$ cat src/rtl/pkb_pkg.sv
package pkb_pkg;

   localparam int HOST_W = 32;
   localparam int FLT_W  = 32;
   localparam int VAL_W  = 17;
   localparam int BIAS   = 127;
   localparam int MAN_W  = 23;

   // exact conversion of a 17-bit two's complement value (|v| <= 65535)
   function automatic logic [31:0] int_to_flt(input logic [VAL_W-1:0] v);
      logic             neg;
      logic [VAL_W-1:0] mag;
      logic [39:0]      tmp;
      logic [31:0]      r;
      int               lead;
      neg  = v[VAL_W-1];
      mag  = neg ? (VAL_W'(0) - v) : v;
      lead = 0;
      for (int i = 0; i < VAL_W; i++)
         if (mag[i]) lead = i;
      tmp = 40'(mag) << (MAN_W - lead);
      if (mag == '0) r = '0;
      else           r = {neg, 8'(BIAS + lead), 23'(tmp)};
      return r;
   endfunction

   // truncating, saturating conversion; result lies in the low 8 or 16 bits
   function automatic logic [15:0] flt_to_int(input logic [31:0] f,
                                              input logic        wide,
                                              input logic        sgn);
      logic [7:0]       e;
      logic [23:0]      sig;
      logic [VAL_W-1:0] mag;
      logic [VAL_W-1:0] pos_max;
      logic [VAL_W-1:0] neg_lim;
      logic             big;
      logic             nan;
      logic [15:0]      r;
      e   = f[30:23];
      sig = {1'b1, f[22:0]};
      nan = (e == 8'hFF) && (f[22:0] != '0);
      big = 1'b0;
      mag = '0;
      if (int'(e) >= BIAS + 16) big = 1'b1;
      else if (int'(e) >= BIAS) mag = VAL_W'(sig >> (BIAS + MAN_W - int'(e)));
      if (sgn) begin
         pos_max = wide ? VAL_W'(32767) : VAL_W'(127);
         neg_lim = wide ? VAL_W'(32768) : VAL_W'(128);
      end else begin
         pos_max = wide ? VAL_W'(65535) : VAL_W'(255);
         neg_lim = '0;
      end
      if (nan)                        r = '0;
      else if (f[31]) begin
         if (big || mag > neg_lim)    r = 16'(VAL_W'(0) - neg_lim);
         else                         r = 16'(VAL_W'(0) - mag);
      end else begin
         if (big || mag > pos_max)    r = 16'(pos_max);
         else                         r = 16'(mag);
      end
      return r;
   endfunction

endpackage

$ cat src/rtl/pkb_unpack.sv
module pkb_unpack
   import pkb_pkg::*;
#(
   parameter int WORD_W = HOST_W,
   parameter int F_W    = FLT_W
) (
   input  logic             clk,
   input  logic             rst_n,
   input  logic             in_valid,
   output logic             in_ready,
   input  logic [WORD_W-1:0] in_data,
   input  logic             in_wide,
   input  logic             in_sgn,
   output logic             f_valid,
   input  logic             f_ready,
   output logic [F_W-1:0]   f_data
);
   localparam int NAR_N = 4;
   localparam int WID_N = 2;
   localparam int NAR_W = WORD_W / NAR_N;
   localparam int WID_W = WORD_W / WID_N;
   localparam int IDX_W = $clog2(NAR_N);

   if (WORD_W != 32) begin : g_bad_word
      $error("pkb_unpack: WORD_W must be 32");
   end
   if (F_W != 32) begin : g_bad_flt
      $error("pkb_unpack: F_W must be 32");
   end

   logic [WORD_W-1:0] word_q;
   logic              wide_q, sgn_q, busy_q;
   logic [IDX_W-1:0]  idx_q;
   logic [IDX_W-1:0]  last_idx;
   logic [NAR_W-1:0]  nar [NAR_N];
   logic [WID_W-1:0]  wid [WID_N];
   logic [NAR_W-1:0]  raw_n;
   logic [WID_W-1:0]  raw_w;
   logic [VAL_W-1:0]  val;

   for (genvar g = 0; g < NAR_N; g++) begin : g_nar
      assign nar[g] = word_q[g*NAR_W +: NAR_W];
   end
   for (genvar g = 0; g < WID_N; g++) begin : g_wid
      assign wid[g] = word_q[g*WID_W +: WID_W];
   end

   assign last_idx = wide_q ? IDX_W'(WID_N - 1) : IDX_W'(NAR_N - 1);
   assign in_ready = !busy_q;
   assign f_valid  = busy_q;
   assign raw_n    = nar[idx_q];
   assign raw_w    = wid[idx_q[0]];

   always_comb begin
      if (wide_q) val = {{(VAL_W-WID_W){sgn_q & raw_w[WID_W-1]}}, raw_w};
      else        val = {{(VAL_W-NAR_W){sgn_q & raw_n[NAR_W-1]}}, raw_n};
   end

   assign f_data = int_to_flt(val);

   always_ff @(posedge clk) begin
      if (!rst_n) begin
         word_q <= '0;
         wide_q <= 1'b0;
         sgn_q  <= 1'b0;
         busy_q <= 1'b0;
         idx_q  <= '0;
      end else if (in_valid && in_ready) begin
         word_q <= in_data;
         wide_q <= in_wide;
         sgn_q  <= in_sgn;
         busy_q <= 1'b1;
         idx_q  <= '0;
      end else if (busy_q && f_ready) begin
         if (idx_q == last_idx) busy_q <= 1'b0;
         else                   idx_q  <= idx_q + 1'b1;
      end
   end
endmodule

$ cat src/rtl/pkb_halftx.sv
module pkb_halftx
   import pkb_pkg::*;
#(
   parameter int F_W = FLT_W
) (
   input  logic             clk,
   input  logic             rst_n,
   input  logic             f_valid,
   output logic             f_ready,
   input  logic [F_W-1:0]   f_data,
   output logic             o_valid,
   input  logic             o_ready,
   output logic [F_W/2-1:0] o_half,
   output logic             o_phase
);
   localparam int HALF_W = F_W / 2;

   if (F_W % 2 != 0) begin : g_bad_flt
      $error("pkb_halftx: F_W must be even");
   end

   logic [F_W-1:0] hold_q;
   logic           full_q, phase_q;

   assign f_ready = !full_q || (phase_q && o_ready);
   assign o_valid = full_q;
   assign o_phase = phase_q;
   assign o_half  = phase_q ? hold_q[F_W-1 -: HALF_W] : hold_q[HALF_W-1:0];

   always_ff @(posedge clk) begin
      if (!rst_n) begin
         hold_q  <= '0;
         full_q  <= 1'b0;
         phase_q <= 1'b0;
      end else if (full_q && o_ready && !phase_q) begin
         phase_q <= 1'b1;
      end else if (f_ready) begin
         full_q  <= f_valid;
         phase_q <= 1'b0;
         if (f_valid) hold_q <= f_data;
      end
   end
endmodule

$ cat src/rtl/pkb_repack.sv
module pkb_repack
   import pkb_pkg::*;
#(
   parameter int WORD_W = HOST_W,
   parameter int F_W    = FLT_W
) (
   input  logic              clk,
   input  logic              rst_n,
   input  logic              i_valid,
   output logic              i_ready,
   input  logic [F_W-1:0]    i_data,
   input  logic              wide,
   input  logic              sgn,
   output logic              o_valid,
   input  logic              o_ready,
   output logic [WORD_W-1:0] o_data
);
   localparam int NAR_N = 4;
   localparam int WID_N = 2;
   localparam int NAR_W = WORD_W / NAR_N;
   localparam int WID_W = WORD_W / WID_N;
   localparam int IDX_W = $clog2(NAR_N);

   if (WORD_W != 32 || F_W != 32) begin : g_bad_width
      $error("pkb_repack: WORD_W and F_W must be 32");
   end

   logic [WORD_W-1:0] acc_q, out_q, merged;
   logic [IDX_W-1:0]  idx_q;
   logic              wide_q, sgn_q, valid_q;
   logic              cur_wide, cur_sgn, last;
   logic [15:0]       conv;

   assign cur_wide = (idx_q == '0) ? wide : wide_q;
   assign cur_sgn  = (idx_q == '0) ? sgn  : sgn_q;
   assign conv     = flt_to_int(i_data, cur_wide, cur_sgn);
   assign last     = cur_wide ? (idx_q == IDX_W'(WID_N - 1)) : (idx_q == IDX_W'(NAR_N - 1));
   assign i_ready  = !valid_q;
   assign o_valid  = valid_q;
   assign o_data   = out_q;

   always_comb begin
      merged = acc_q;
      if (cur_wide) merged[int'(idx_q[0])*WID_W +: WID_W] = conv[WID_W-1:0];
      else          merged[int'(idx_q)*NAR_W +: NAR_W]    = conv[NAR_W-1:0];
   end

   always_ff @(posedge clk) begin
      if (!rst_n) begin
         acc_q   <= '0;
         out_q   <= '0;
         idx_q   <= '0;
         wide_q  <= 1'b0;
         sgn_q   <= 1'b0;
         valid_q <= 1'b0;
      end else begin
         if (valid_q && o_ready) valid_q <= 1'b0;
         if (i_valid && i_ready) begin
            wide_q <= cur_wide;
            sgn_q  <= cur_sgn;
            if (last) begin
               out_q   <= merged;
               valid_q <= 1'b1;
               acc_q   <= '0;
               idx_q   <= '0;
            end else begin
               acc_q <= merged;
               idx_q <= idx_q + 1'b1;
            end
         end
      end
   end
endmodule

$ cat src/rtl/packed_flt_bridge.sv
module packed_flt_bridge
   import pkb_pkg::*;
#(
   parameter int WORD_W = HOST_W,
   parameter int F_W    = FLT_W
) (
   input  logic              clk,
   input  logic              rst_n,
   input  logic              host_in_valid,
   output logic              host_in_ready,
   input  logic [WORD_W-1:0] host_in_word,
   input  logic              in_wide,
   input  logic              in_signed,
   output logic              lane_out_valid,
   input  logic              lane_out_ready,
   output logic [F_W/2-1:0]  lane_out_half,
   output logic              lane_out_phase,
   input  logic              lane_in_valid,
   output logic              lane_in_ready,
   input  logic [F_W-1:0]    lane_in_flt,
   output logic              host_out_valid,
   input  logic              host_out_ready,
   output logic [WORD_W-1:0] host_out_word,
   input  logic              out_wide,
   input  logic              out_signed
);
   logic           flt_valid, flt_ready;
   logic [F_W-1:0] flt_data;

   pkb_unpack #(.WORD_W(WORD_W), .F_W(F_W)) u_unpack (
      .clk(clk), .rst_n(rst_n),
      .in_valid(host_in_valid), .in_ready(host_in_ready), .in_data(host_in_word),
      .in_wide(in_wide), .in_sgn(in_signed),
      .f_valid(flt_valid), .f_ready(flt_ready), .f_data(flt_data)
   );

   pkb_halftx #(.F_W(F_W)) u_halftx (
      .clk(clk), .rst_n(rst_n),
      .f_valid(flt_valid), .f_ready(flt_ready), .f_data(flt_data),
      .o_valid(lane_out_valid), .o_ready(lane_out_ready),
      .o_half(lane_out_half), .o_phase(lane_out_phase)
   );

   pkb_repack #(.WORD_W(WORD_W), .F_W(F_W)) u_repack (
      .clk(clk), .rst_n(rst_n),
      .i_valid(lane_in_valid), .i_ready(lane_in_ready), .i_data(lane_in_flt),
      .wide(out_wide), .sgn(out_signed),
      .o_valid(host_out_valid), .o_ready(host_out_ready), .o_data(host_out_word)
   );
endmodule

$ cat config.mk
export PLATFORM = sky130hd
export DESIGN_NAME = packed_flt_bridge
export DESIGN_NICKNAME = d
export VERILOG_FILES = /design/src/rtl/pkb_pkg.sv /design/src/rtl/pkb_unpack.sv /design/src/rtl/pkb_halftx.sv /design/src/rtl/pkb_repack.sv /design/src/rtl/packed_flt_bridge.sv
export SDC_FILE = /design/constraint.sdc
export NUM_CORES = 1
export LEC_CHECK = 0
export CORE_ASPECT_RATIO = 0.7
export CORE_UTILIZATION = 55
export DETAILED_ROUTE_END_ITERATION = 8
export DONT_BUFFER_PORTS = 1
export GPL_ROUTABILITY_DRIVEN = 0
export PLACE_DENSITY = 0.79
export SLEW_MARGIN = 10
export SYNTH_ARGS = -nofsm -noshare
export SYNTH_HDL_FRONTEND = slang
export SYNTH_SLANG_ARGS = --single-unit
$ cat constraint.sdc
create_clock -name clk -period 4.89 [get_ports clk]
set_input_delay 0.2445 -clock clk [delete_from_list [all_inputs] [get_ports clk]]
set_output_delay 0.2445 -clock clk [all_outputs]
set_load 0.03 [all_outputs]
== Word level (Yosys, flattened, before mapping) ==
Cells that the tools add are included.
W data, S select, Z words.
Storage, ports and cells
  register bits after elaboration: 140
  bits in latches: 0
  memory bits (writable): 0
  memory bits (read-only): 0
  input bits: 74
  output and inout bits: 53
  logic and storage cells: 129
  memories: 0
Operators by class
  add/subtract/negate cells: 10
  $mul: 0
  divide/modulo/power cells: 0
  $lt $le $gt $ge: 6
  equality and inequality tests: 4
  shift operators: 6
  mux-type cells: 55
  bitwise logic cells: 7
  reduce and logical (&&, ||, !) cells: 27
Operators with widths (count)
  $mux W16: 11
  $mux W32: 3
  $mux W17: 5
  $neg A5 Y33: 2
  $bwmux W32: 2
  $shift A16 B33 Y32 const A: 1
  $shift A8 B33 Y32 const A: 1
  $shiftx A16 B33 Y32: 1
  $shiftx A8 B33 Y32: 1
  $mux W4: 8
  $shl A17 B32 Y23: 1
  $shr A24 B32 Y17: 1
  $sub A1 B16 Y16 const A: 2
  $reduce_bool A23 Y1: 1
  $gt A17 B16 Y1: 1
  $gt A17 B17 Y1: 1
  $logic_not A17 Y1: 1
  $sub A1 B17 Y17 const A: 1
  $bmux W8 S2: 1
  $mux W8: 2
  $mux W15: 1
  $mux W1: 13
  $mux W3: 4
  $sub A8 B8 Y9 const A: 1
  other kinds (25): 49

== Depth between registers and ports, before layout ==
Gate-level depths: netlist (run 1).
  word-level depth: 27
  depth in mapped cells: 23
  depth with buffers taken out: 20

== By module ==
A second synthesis (run 1) with hierarchy kept.
Second synthesis, totals
  cell total of the unflattened synthesis: 1448
  area, all modules: 11481.0 sq um
Modules (own cells, without submodules)
  pkb_repack: instances 1, cells an instance 800, area an instance 6264.8 sq um, seq. area each 1381.3 sq um
  pkb_unpack: instances 1, cells an instance 483, area an instance 3626.0 sq um, seq. area each 740.7 sq um
  pkb_halftx: instances 1, cells an instance 165, area an instance 1590.3 sq um, seq. area each 680.7 sq um

== Worst setup path before layout (run 1) ==
No wires, ideal clock.
  path type: reg2reg
  from: register u_repack.idx_q[0]
  to: register u_repack.acc_q[31]
  setup time: 129 ps
  data arrival time: 4804 ps
  path slack: -42 ps
  cell stages (with the launch flop): 22
  clock period less this slack: 4932 ps
  cells stage by stage: dfxtp_1 -> clkbuf_1 -> clkinv_1 -> ha_1 -> clkbuf_1 -> mux2_2 -> inv_1 -> clkbuf_1 -> clkbuf_1 -> ha_1 -> a21o_1 -> a21o_1 -> a211o_1 -> a211oi_1 -> o21a_1 -> a21oi_1 -> clkbuf_1 -> nor3_1 -> a31oi_1 -> nor2b_1 -> a221oi_1 -> o31ai_1
On the way
  cells in the longest elaborated chain, start to end: 13
  elaborated cells on any way between the ends: 30
Ends and longest elaborated chain
  start: declaration: line pkb_repack.sv:29  | logic [IDX_W-1:0] idx_q;
  start signal: assignment: line pkb_repack.sv:68  | idx_q <= idx_q + 1'b1;
  $logic_not A2 Y1: line pkb_repack.sv:34, pkb_repack.sv:35
  $mux W1: line pkb_repack.sv:34  | assign cur_wide = (idx_q == '0) ? wide : wide_q;
  $mux W15, or another cell as far along: line pkb_pkg.sv:47  | pos_max = wide ? VAL_W'(32767) : VAL_W'(127);
  $mux W17 / $mux W16 (equally long branches): line pkb_pkg.sv:46  | if (sgn) begin
  $gt A17 B17 Y1 / $gt A17 B16 Y1 (equally long branches): line pkb_pkg.sv:58, pkb_pkg.sv:55
  $logic_or A1 B1 Y1, on equally long branches: line pkb_pkg.sv:58, pkb_pkg.sv:55
  $mux W16, on equally long branches: line pkb_pkg.sv:58, pkb_pkg.sv:55
  $mux W16: line pkb_pkg.sv:54  | else if (f[31]) begin
  $mux W16: line pkb_pkg.sv:53  | if (nan) r = '0;
  $shiftx A16 B33 Y32 / $shiftx A8 B33 Y32 (equally long branches): line pkb_repack.sv:44, pkb_repack.sv:45
  $bwmux W32, on equally long branches: line pkb_repack.sv:44, pkb_repack.sv:45
  $mux W32: line pkb_repack.sv:44  | if (cur_wide) merged[int'(idx_q[0])*WID_W +: WID_W] = conv[WID_W-1:0];
  $mux W32 (*): line pkb_repack.sv:61  | if (last) begin
  end signal: assignment: line pkb_repack.sv:67  | acc_q <= merged;
  end: declaration: line pkb_repack.sv:28  | logic [WORD_W-1:0] acc_q, out_q, merged;
Mark *: on every way between the ends. The rest lies on a longest branch, timed or not.
A chain may end at the register's enable or synchronous reset.

== Worst setup path in the final report (run 1) ==
  from: register u_unpack.idx_q[0]
  to: register u_halftx.hold_q[15]
On the way
  cells in the longest elaborated chain, start to end: 26
  elaborated cells on any way between the ends: 33
Ends and longest elaborated chain
  start: declaration: line pkb_unpack.sv:33  | logic [IDX_W-1:0] idx_q;
  start signal: assignment: line pkb_unpack.sv:76  | else idx_q <= idx_q + 1'b1;
  $not A2 Y3 (not written as such) / $not A1 Y2 (equally long branches): line pkb_unpack.sv:51, pkb_unpack.sv:52
  $bmux W8 S2 / $mux W16 (equally long branches): line pkb_unpack.sv:51, pkb_unpack.sv:52
  $mux W8 (not written as such) / $mux W16 (equally long branches) (2 in a row): line pkb_unpack.sv:51, pkb_unpack.sv:52
  $mux W17 (*): line pkb_unpack.sv:55  | if (wide_q) val = {{(VAL_W-WID_W){sgn_q & raw_w[WID_W-1]}}, raw_w};
  $sub A1 B17 Y17 / $mux W17 (equally long branches): line pkb_pkg.sv:17, pkb_unpack.sv:55
  $mux W17 (*): line pkb_pkg.sv:17  | mag = neg ? (VAL_W'(0) - v) : v;
  $mux W1: line pkb_pkg.sv:20  | if (mag[i]) lead = i;
  $mux W2 (2 in a row): line pkb_pkg.sv:20
  $mux W3 (4 in a row): line pkb_pkg.sv:20
  $mux W4 (8 in a row): line pkb_pkg.sv:20
  $mux W5: line pkb_pkg.sv:20
  $sub A5 B5 Y6: line pkb_pkg.sv:21  | tmp = 40'(mag) << (MAN_W - lead);
  $shl A17 B32 Y23: line pkb_pkg.sv:21
  $mux W32 (*): line pkb_pkg.sv:22  | if (mag == '0) r = '0;
  end signal: assignment: line pkb_halftx.sv:40  | if (f_valid) hold_q <= f_data;
  end: declaration: line pkb_halftx.sv:22  | logic [F_W-1:0] hold_q;
Mark *: on every way between the ends. The rest lies on a longest branch, timed or not. The select of a mux whose other input is x is not followed.

==> metrics.md, run 1 <==
| Metric | Value |
|---|---|
| Initial antenna violation count | 0 |
| DR vias | roughly 11000 |
| Result of the run | complete, no violations |
| Share of the synthesized area in the top cell type | 0.2605 |
| First-pass GRT wire length | 55570 um |
| Yosys top cell by area | dfxtp_1 |
| Synth top area cells | dfxtp_1 26%, mux2i_1 4.8%, nand2_1 4.4%, mux2_2 4.2%, a22o_1 4.1% |
| HP Start | rst_n |
| Reg2reg path depth | 13 |
| Detailed placer's ending HPWL | 25190 um |
| DIE AREA | 0.02013 sq mm |
| Input/output buffers | 0 |
| Longest Clk Path Bufs | 2 |
| Clock Skews | 11.35 ps |
| Ant. Diodes | 0 |
| RR Endpoint | u_halftx.hold_q[15] |
| Setup Viol. Count Final | 0 |
| Peak supply drop | 0.2539 mV |
| Ports | between 100 and 150 |
| Worst Hold Depth | 1 |
| Seq/Total Area, Yosys | 0.2605 |
| Family with the most delay on the worst path | compound AO/OA/AOI/OAI gates |
| Area grow syn2layout | 13.58% |
| PwrDens | 333.0 mW/mm^2 |
| Clk slew on worst S/H paths | 60 ps |
| Period utilisation layout | 0.9536 |
| Fin crit period | 4663 ps |
| Antenna viol nets, final | 0 |
| Setup TNS | 0 ps |
| Total track usage | 0.3470 |
| Average wire per standard cell | 21.38 um |
| Leakage | approximately 4.8 nW |
| Worst r2r src | u_unpack.idx_q[0] |
| Slew Viols, Final | 0 |
| Worst EP required | approximately 5200 ps |
| CTS tree | done |
| RSZ-0062 raised after global routing | false |
| Synthesized area per cell | around 8 sq um |
| Congestion Overflow GR | 0 |
| Htree depth | 4 |
| DRC viols | 0 |
| Clk_lat worst skew | roughly 420 ps |
| Pre-antenna DRT Iters | 7 |
| Clock sink total | 140 |
| Largest net degree at the start of global routing | 52 |
| Core region area | 0.01902 sq mm |
| Setup slack, reg-to-reg | 230 ps |
| Chip height | 119.0 um |
| Fin nets | 1453 |
| Critical path endpoint category | flop |
| Crit-path max FO | 37 |
| Startpoint Class | flop |
| Horiz. Die Dim | 169.2 um |
| Hold Vio Cnt, Final | 0 |
| Final Non-Filler Cells | 1636 |
| Starting Density | 0.5656 |
| YS warnings | 0 |
| Placed instance count | 1566 |
| Worst-Margin Slew | around 950 ps |
| Cell Rows | 42 |
| Crit path DAT | 5000 ps |
| Slowest-stage cell, CP | or4_4 |
| Synthesized net count | 1420 |
| CTS buffer count | 17 |
| Vias in the first global route | 10181 |
| Synth Cell Area | 0.01076 sq mm |
| Root Driver | clkbuf_16 |
| Async set or reset register ratio after synthesis | 0 |
| Worst Path Buf+Inv | 1 |
| Yosys reg bits | 140 |
| Tightest Hold Check Type | primary input to flop |
| Slew margin rel. | 0.3634 |
| Fmax | 214.5 MHz |
| Vias per inst | 6.828 |
| Share of post-route cells with drive strength above 1 | 0.1429 |
| Post-synthesis cell type count | 93 |
| Max capacitance violation total | 0 |
| Main synth FF type | dfxtp_1 |
| Critical path class | flop to flop |
| Post-synth EDFFs | 0 |
| Post-Syn Instances | 1326 |
| Final WL | 34970 um |
| Slowest stage delay, CP | 610 ps |
| Starting DRT DRC Count | 1550 |
| Critical-path cell list | buf_12 -> nor3b_1 -> nor3_1 -> a211o_4 -> or4_4 -> o41ai_4 -> mux2_4 -> a21o_1 -> a31o_4 -> mux2i_1 -> mux2_2 -> nor2_1 -> o31ai_1 |
| Hold Crit Endpoint | u_halftx.o_phase |
[worst max-delay path by stage]
stage	slack, ps	depth (start not counted)	endpoint	start
finish	230	13	u_halftx.hold_q[15]	u_unpack.idx_q[0]
detailed placement	80	19	u_repack.o_data[30]	lane_in_flt[23]
global placement	210	19	u_repack.o_data[30]	lane_in_flt[23]
CTS	240	13	u_halftx.hold_q[22]	u_unpack.idx_q[0]
floorplan	60	19	u_repack.o_data[30]	lane_in_flt[23]
global route	40	16	u_halftx.hold_q[22]	u_unpack.idx_q[1]
[per-stage QoR]
step / setup slack [ps] / hold WS [ps] / cell area [sq um] / utilization / power (mW)
2_1_floorplan: 55.30 / 370.2 / 10760 / - / 2.353
3_5_place_dp: 84.64 / 373.1 / 11230 / 0.5904 / 2.692
5_1_grt: 43.11 / 13.24 / 12220 / 0.6424 / 4.234
6_report: 227.0 / 10.31 / 12220 / 0.6424 / 4.069
3_3_place_gp: 210.7 / 370.3 / 11220 / 0.5900 / 2.662
4_1_cts: 238.4 / 5.866 / 12180 / 0.6402 / 4.000
[power by group]
group	switching, mW	total (mW)	internal [mW]	leakage (nW)
Sequential	0.0922	1.31	1.22	1.14
Clock	0.569	1.29	0.723	0.280
Combinational	0.886	1.47	0.580	3.36
[sequential cells by signal (all words and copies together) (netlist names)]
register          cells
u_halftx.hold_q      32
u_halftx.o_phase      1
u_halftx.o_valid      1
u_repack.acc_q       32
u_repack.idx_q        2
u_repack.o_data      32
u_repack.o_valid      1
u_repack.sgn_q        1
u_repack.wide_q       1
u_unpack.f_valid      1
u_unpack.idx_q        2
u_unpack.sgn_q        1
u_unpack.wide_q       1
u_unpack.word_q      32
[cell usage in the layout, fill, tap and decap left out, types with 14 or more instances in the layout]
| cell | instances |
|---|---|
| nand3_1 | 43 |
| xnor2_1 | 21 |
| mux4_2 | 17 |
| mux2i_1 | 52 |
| ha_1 | 20 |
| o21ai_0 | 62 |
| nor4_1 | 15 |
| a22oi_1 | 26 |
| a211oi_1 | 33 |
| inv_1 | 29 |
| o31ai_1 | 24 |
| and3_1 | 20 |
| nand2b_1 | 23 |
| nor2_1 | 112 |
| mux2_2 | 40 |
| dfxtp_1 | 140 |
| dlygate4sd3_1 | 35 |
| nor3_1 | 43 |
| a21oi_1 | 73 |
| nor2b_1 | 17 |
| clkbuf_16 | 17 |
| a221oi_1 | 14 |
| nand2_1 | 125 |
| a31oi_1 | 17 |
| buf_4 | 65 |
| a22o_1 | 50 |
| and2_1 | 15 |
[area by class of cell]
class,instances,area [sq um]
Clock buffer,18,429.2
Clock inverter,14,147.6
Fill cell,1615,6803
Inverter,33,126.4
Multi-Input combinational cell,1064,7486
Sequential cell,140,2803
Tap cell,264,330.3
Timing Repair Buffer,103,898.4
[kinds of logic (layout without fill, tap and decap cells)]
| group | after synthesis | after routing | synth area share |
|---|---|---|---|
| AO/OA/AOI/OAI | 440 | 440 | 0.3042 |
| XOR/XNOR | 29 | 29 | 0.02361 |
| adder cells (fa/ha/maj) | 20 | 20 | 0.02326 |
| multiplexers | 113 | 113 | 0.1314 |
| buffers and inverters | 122 | 168 | 0.04745 |
| flip-flops | 140 | 140 | 0.2605 |
| AND/OR/NAND/NOR | 462 | 462 | 0.2096 |
[Yosys cell counts (all sizes together) (12+ instances only)]
master    n
o31ai    24
a21o     12
nor4     18
o21ai    65
o21a     12
a31oi    18
nor2b    18
nand3    43
a221oi   14
nand2b   23
a21oi    74
mux2     44
nor3     44
inv      31
nor2    113
dfxtp   140
mux4     17
a211oi   34
a22o     50
nand2   126
xnor2    21
ha       20
buf      35
and2     16
clkbuf   54
a22oi    26
mux2i    52
and3     20
[timing repair]
item	4_1_cts	5_1_grt
endpoints found under the setup margin	0	9
hold buffers	36	0
endpoints found under the hold margin	65	0
buffers inserted	0	2
gates resized for setup	0	6
[metal layers]
layer	part of all wire	global-route usage	wire length [um]
met5	0	0	0
met4	0.021	0.09291	743
met3	0.14	0.1210	4955
met2	0.39	0.4653	13560
met1	0.45	0.5152	15720
Power figures use the tool's default switching activity.
==> run 2, diff against run 1 <==
--- a/config.mk
+++ b/config.mk
@@ -10,8 +10,8 @@
 export DETAILED_ROUTE_END_ITERATION = 8
 export DONT_BUFFER_PORTS = 1
 export GPL_ROUTABILITY_DRIVEN = 0
+export HOLD_SLACK_MARGIN = 0.05
 export PLACE_DENSITY = 0.79
-export SLEW_MARGIN = 10
 export SYNTH_ARGS = -nofsm -noshare
 export SYNTH_HDL_FRONTEND = slang
 export SYNTH_SLANG_ARGS = --single-unit
==> metrics.md, run 2 (synthesized netlist as in run 1, its figures left out) <==
| Metric | Value |
|---|---|
| Slew margin rel. | 0.1155 (-0.2479) |
| Area grow syn2layout | 13.35% |
| Share of post-route cells with drive strength above 1 | 0.1406 (-0.002289) |
| CTS buffer count | 17 (unchanged) |
| Vias per inst | 6.836 (+0.12%) |
| Largest net degree at the start of global routing | 52 (unchanged) |
| Input/output buffers | 0 (unchanged) |
| Total track usage | 0.3465 (-0.0004799) |
| Worst-Margin Slew | 1315 ps (+359.8 ps) |
| DIE AREA | 0.02013 sq mm (unchanged) |
| Congestion Overflow GR | 0 (unchanged) |
| Startpoint Class | flop |
| Pwr Total | 4.015 mW (-1.3%) |
| Max capacitance violation total | 0 (unchanged) |
| RSZ-0062 raised after global routing | false |
| Detailed placer's ending HPWL | 25120 um (-0.32%) |
| Most frequent cells in the layout | 140 x dfxtp_1, 125 x nand2_1, 112 x nor2_1 |
| First-pass GRT wire length | 55280 um (-0.52%) |
| Core region area | 0.01902 sq mm (unchanged) |
| Ports | 127 (unchanged) |
| Fmax | 212.4 MHz (-0.98%) |
| CTS tree | done |
| Setup slack, reg-to-reg | 180 ps (-50 ps) |
| Critical path class | flop to flop |
| Peak supply drop | 0.2606 mV (+2.6%) |
| Setup Viol. Count Final | 0 (unchanged) |
| Antenna viol nets, final | 0 (unchanged) |
| DR vias | 11198 (+0.24%) |
| Period utilisation layout | 0.9630 (+0.009402) |
| Reg2reg path depth | 13 (unchanged) |
| Result of the run | complete, no violations |
| Crit path DAT | 5030 ps (+30 ps) |
| Clock Skews | 14.34 ps (+2.994 ps) |
| Clock sink total | 140 (unchanged) |
| Slew Viols, Final | 0 (unchanged) |
| Clk slew on worst S/H paths | 70 ps (about the same) |
| Horiz. Die Dim | 169.2 um (unchanged) |
| Setup TNS | 0 ps (unchanged) |
| Critical path endpoint category | flop |
| Initial antenna violation count | 0 (unchanged) |
| Worst Hold Depth | 2 (+1) |
| Crit-path max FO | 37 (unchanged) |
| Root Driver | clkbuf_16 |
| Starting Density | 0.5656 (unchanged) |
| Fin nets | 1454 (+0.069%) |
| Leakage | 4.769 nW (-0.21%) |
| Starting DRT DRC Count | 1700 (+9.7%) |
| Fin worst setup slack | 181.1 ps (-45.98 ps) |
| Chip height | 119.0 um (unchanged) |
| Worst EP required | 5210 ps (about the same) |
| Pre-antenna DRT Iters | 6 (-1) |
| Average wire per standard cell | 21.23 um (-0.71%) |
| Final WL | 34770 um (-0.59%) |
| DRC viols | 0 (unchanged) |
| Tightest Hold Check Type | primary input to flop |
| Fin crit period | 4709 ps (+45.98 ps) |
| Htree depth | 4 (unchanged) |
| Dpl ws | 106.3 ps (+21.64 ps) |
| Commonest non-fill, non-tap cell in the layout | dfxtp_1 |
| Vias in the first global route | 10082 (-0.97%) |
| Longest Clk Path Bufs | 2 (unchanged) |
| Clk_lat worst skew | 440 ps (+20 ps) |
| PwrDens | 329.2 mW/mm^2 (-1.1%) |
| Final Util | 0.6411 (-0.001316) |
| Hold Vio Cnt, Final | 0 (unchanged) |
| Cell Rows | 42 (unchanged) |
run 2: area by class of cell:
type | count | area, sq um
Multi-Input combinational cell | 1064 | 7470
Inverter | 33 | 126.4
Clock inverter | 14 | 126.4
Timing Repair Buffer | 104 | 908.4
Sequential cell | 140 | 2803
Fill cell | 1622 | 6828
Clock buffer | 18 | 429.2
Tap cell | 264 | 330.3
Antenna cell | 1 | 2.502
run 2: metrics by stage:
step	instances	hold WS [ps]	cell area, sq um
global route	1637	82.36	12190
CTS	1635	54.99	12160
floorplan	1326	370.2	10760
finish	1638	74.01	12200
detailed placement	1566	373.1	11220
global placement	1566	370.3	11220
run 2: worst paths after layout:
check / from / endpoint
setup / recovery: u_unpack.idx_q[0] / u_halftx.hold_q[22]
hold / removal: rst_n / u_halftx.hold_q[15]
setup reg to reg: u_unpack.idx_q[0] / u_halftx.hold_q[22]
hold reg to reg: u_halftx.hold_q[27] / u_halftx.hold_q[27]
run 2: critical path: stages (launching register included):
cell     delay [ps]
dfxtp_1         460
buf_12          240
nor3b_1         340
nor3_1          110
a211o_4         380
or4_4           610
o41ai_4         370
mux2_4          390
a21o_1          210
a31o_4          320
mux2i_1         310
mux2i_1         190
mux2_2          310
a221o_1         320
run 2: routing by layer:
layer / global-route usage / up-vias / share of wire
met5: 0 / - / 0
met4: 0.08896 / 0 / 0.018
met3: 0.1303 / 71 / 0.14
met2: 0.4540 / 811 / 0.38
met1: 0.5186 / 5170 / 0.46
li1: - / 5146 / -
run 2: report_power, final:
group          switching, mW  internal, mW  total (mW)
logic                  0.883         0.579        1.46
registers             0.0929          1.22        1.31
clock network          0.571         0.669        1.24
run 2: what timing repair did:
action,in CTS,in global routing
hold buffers,37,0
gates resized for setup,0,3
endpoints found under the setup margin,0,11
buffers inserted,0,2
endpoints found under the hold margin,68,0
==> run 3, diff against run 2 <==
--- a/config.mk
+++ b/config.mk
@@ -11,7 +11,7 @@
 export DONT_BUFFER_PORTS = 1
 export GPL_ROUTABILITY_DRIVEN = 0
 export HOLD_SLACK_MARGIN = 0.05
-export PLACE_DENSITY = 0.79
+export PLACE_DENSITY = 0.76
 export SYNTH_ARGS = -nofsm -noshare
 export SYNTH_HDL_FRONTEND = slang
 export SYNTH_SLANG_ARGS = --single-unit
==> constraint.sdc (replaced) <==
create_clock -name clk -period 5.8 [get_ports clk]
set_input_delay 0.29 -clock clk [delete_from_list [all_inputs] [get_ports clk]]
set_output_delay 0.29 -clock clk [all_outputs]
set_load 0.03 [all_outputs]
==> metrics.md, run 3 (synthesized netlist as in run 1, its figures left out) <==
| Metric | Value |
|---|---|
| Result of the run | complete, no violations |
| Peak supply drop | 0.2133 mV (-18%) |
| Input/output buffers | 0 (unchanged) |
| Detailed placer's ending HPWL | 24430 um (-2.7%) |
| DRC viols | 0 (unchanged) |
| Cell Rows | 42 (unchanged) |
| Setup slack, reg-to-reg | 470 ps (+290 ps) |
| Slowest stage delay, CP | 720 ps (+110 ps) |
| CTS buffer count | 17 (unchanged) |
| RR Endpoint | u_halftx.hold_q[20] |
| Pre-antenna DRT Iters | 7 (+1) |
| Total track usage | 0.3394 (-0.007164) |
| FILL cells | 1685 (+3.9%) |
| Startpoint Class | flop |
| Worst-Margin Slew | 1107 ps (-207.4 ps) |
| Slowest-stage cell, CP | nor4b_1 |
| Clock Skews | 10.65 ps (-3.692 ps) |
| Worst Path Buf+Inv | 3 (+2) |
| Combinational power share | 0.347 (-0.017) |
| CTS tree | done |
| Core region area | 0.01902 sq mm (unchanged) |
| Sw Share | 0.3892 (+0.003715) |
| First-pass GRT wire length | 54690 um (-1.1%) |
| DR vias | 10968 (-2.1%) |
| Family with the most delay on the worst path | simple AND/OR/NAND/NOR gates |
| Commonest non-fill, non-tap cell in the layout | dfxtp_1 |
| Final WL | 33900 um (-2.5%) |
| Slew margin rel. | 0.2608 (+0.1453) |
| Clock sink total | 140 (unchanged) |
| Total internal power | 2.056 mW (-17%) |
| Tightest Hold Check Type | primary input to flop |
| Share of post-route cells with drive strength above 1 | 0.1166 (-0.02398) |
| P_sw | 1.310 mW (-15%) |
| Max capacitance violation total | 0 (unchanged) |
| PwrDens | 282.4 mW/mm^2 (-14%) |
| Setup Viol. Count Final | 0 (unchanged) |
| DIE AREA | 0.02013 sq mm (unchanged) |
| Final Util | 0.6265 (-0.01453) |
| Fin crit period | 5330 ps (+621.0 ps) |
| Hold Slack | 58.48 ps (-15.53 ps) |
| Vias per inst | 6.846 (+0.15%) |
| Worst path depth | 17 (+4) |
| Fin nets | 1419 (-2.4%) |
| Chip height | 119.0 um (unchanged) |
| Crit path DAT | 5660 ps (+630 ps) |
| Initial antenna violation count | 0 (unchanged) |
| Setup crit start | u_unpack.idx_q[1] |
| Leakage | 4.600 nW (-3.5%) |
| Starting DRT DRC Count | 1609 (-5.4%) |
| Congestion Overflow GR | 0 (unchanged) |
| Worst EP required | 6130 ps (+920 ps) |
| Post-CTS setup buffers | 0 (unchanged) |
| Vias in the first global route | 9937 (-1.4%) |
| Critical path endpoint category | flop |
| Hold Vio Cnt, Final | 0 (unchanged) |
| Antenna viol nets, final | 0 (unchanged) |
| Starting Density | 0.5656 (unchanged) |
| Sequential Power Share | 0.329 (+0.002) |
| Root Driver | clkbuf_16 |
| Critical-path cell list | nor2b_1 -> buf_4 -> mux2i_1 -> o22ai_1 -> buf_4 -> inv_1 -> ha_1 -> nand2_1 -> o41a_1 -> xor2_1 -> nor4_2 -> nor4b_1 -> nand2b_1 -> mux2i_1 -> o21ai_1 -> a211oi_1 -> o31ai_1 |
| Htree depth | 4 (unchanged) |
| Average wire per standard cell | 21.16 um (-0.30%) |
| Slew Viols, Final | 0 (unchanged) |
| Clk_lat worst skew | 440 ps (about the same) |
| Fmax | 187.6 MHz (-12%) |
| Worst Hold Depth | 2 (unchanged) |
| Longest Clk Path Bufs | 2 (unchanged) |
| Setup crit end | u_halftx.hold_q[20] |
| Area grow syn2layout | 10.78% |
| Largest net degree at the start of global routing | 52 (unchanged) |
| Part of the power in the clock network | 0.325 (+0.016) |
| Ports | 127 (unchanged) |
| Horiz. Die Dim | 169.2 um (unchanged) |
| Crit-path max FO | 11 (-70%) |
| Most frequent cells in the layout | 140 x dfxtp_1, 125 x nand2_1, 112 x nor2_1 |
| Period utilisation layout | 0.9190 (-0.04401) |
| RSZ-0062 raised after global routing | false |
| Reg2reg path depth | 17 (+4) |
| Clk slew on worst S/H paths | 70 ps (about the same) |
| Critical path class | flop to flop |
| Worst r2r src | u_unpack.idx_q[1] |
| Ant. Diodes | 0 (-1) |
| Setup TNS | 0 ps (unchanged) |
==> run 3: changes by cell type in the layout (fill, tap and decap cells not counted), sizes merged <==
cell	previous run	this run
clkinv	6	5
inv	39	40
buf	68	33
diode	1	0
==> run 3: layer usage <==
metal  vias to the layer above  track usage  part of all wire
met5                         -            0                 0
met3                        61       0.1014              0.13
met4                         0      0.08840             0.017
met2                       739       0.4519              0.39
met1                      5118       0.5180              0.47
li1                       5050            -                 -
==> run 3: worst min path at each step <==
| stage | slack (ps) | end | startpoint |
|---|---|---|---|
| after floorplan | 420 | u_unpack.sgn_q | in_signed |
| after global placement | 420 | u_unpack.word_q[4] | host_in_word[4] |
| after detailed placement | 420 | u_unpack.word_q[25] | host_in_word[25] |
| after CTS | 50 | u_halftx.hold_q[20] | rst_n |
| after global routing | 80 | u_halftx.hold_q[20] | rst_n |
| final | 60 | u_halftx.hold_q[20] | rst_n |
==> run 3: through the flow <==
step	area, sq um	total power [mW]	instances	setup WS, ps
after floorplan	10760	1.983	1326	859.1
after global placement	10950	2.197	1533	420.9
after detailed placement	10950	2.220	1533	300.1
after CTS	11920	3.325	1602	552.2
after global routing	11920	3.515	1602	103.3
final	11920	3.366	1602	470.0
==> run 3: final cells by class <==
class	count	area [sq um]	area share
clock buffer	18	439.2	0.03685
tap	264	330.3	0.02771
inverter	33	126.4	0.01060
clock inverter	14	147.6	0.01239
sequential	140	2803	0.2351
timing repair buffer	69	620.6	0.05207
multi-input combinational	1064	7452	0.6252
==> run 3: power by group through the flow <==
stage / registers, mW / clock network (mW) / logic, mW
CTS: 1.10 / 1.09 / 1.13
detailed placement: 1.12 / 0 / 1.10
global placement: 1.12 / 0 / 1.08
floorplan: 1.10 / 0 / 0.883
global route: 1.11 / 1.14 / 1.26
finish: 1.11 / 1.09 / 1.17
==> run 3: what timing repair did <==
item,4_1_cts,5_1_grt
hold buffers,37,0
resized for setup,0,0
endpoints found under the hold margin,66,0
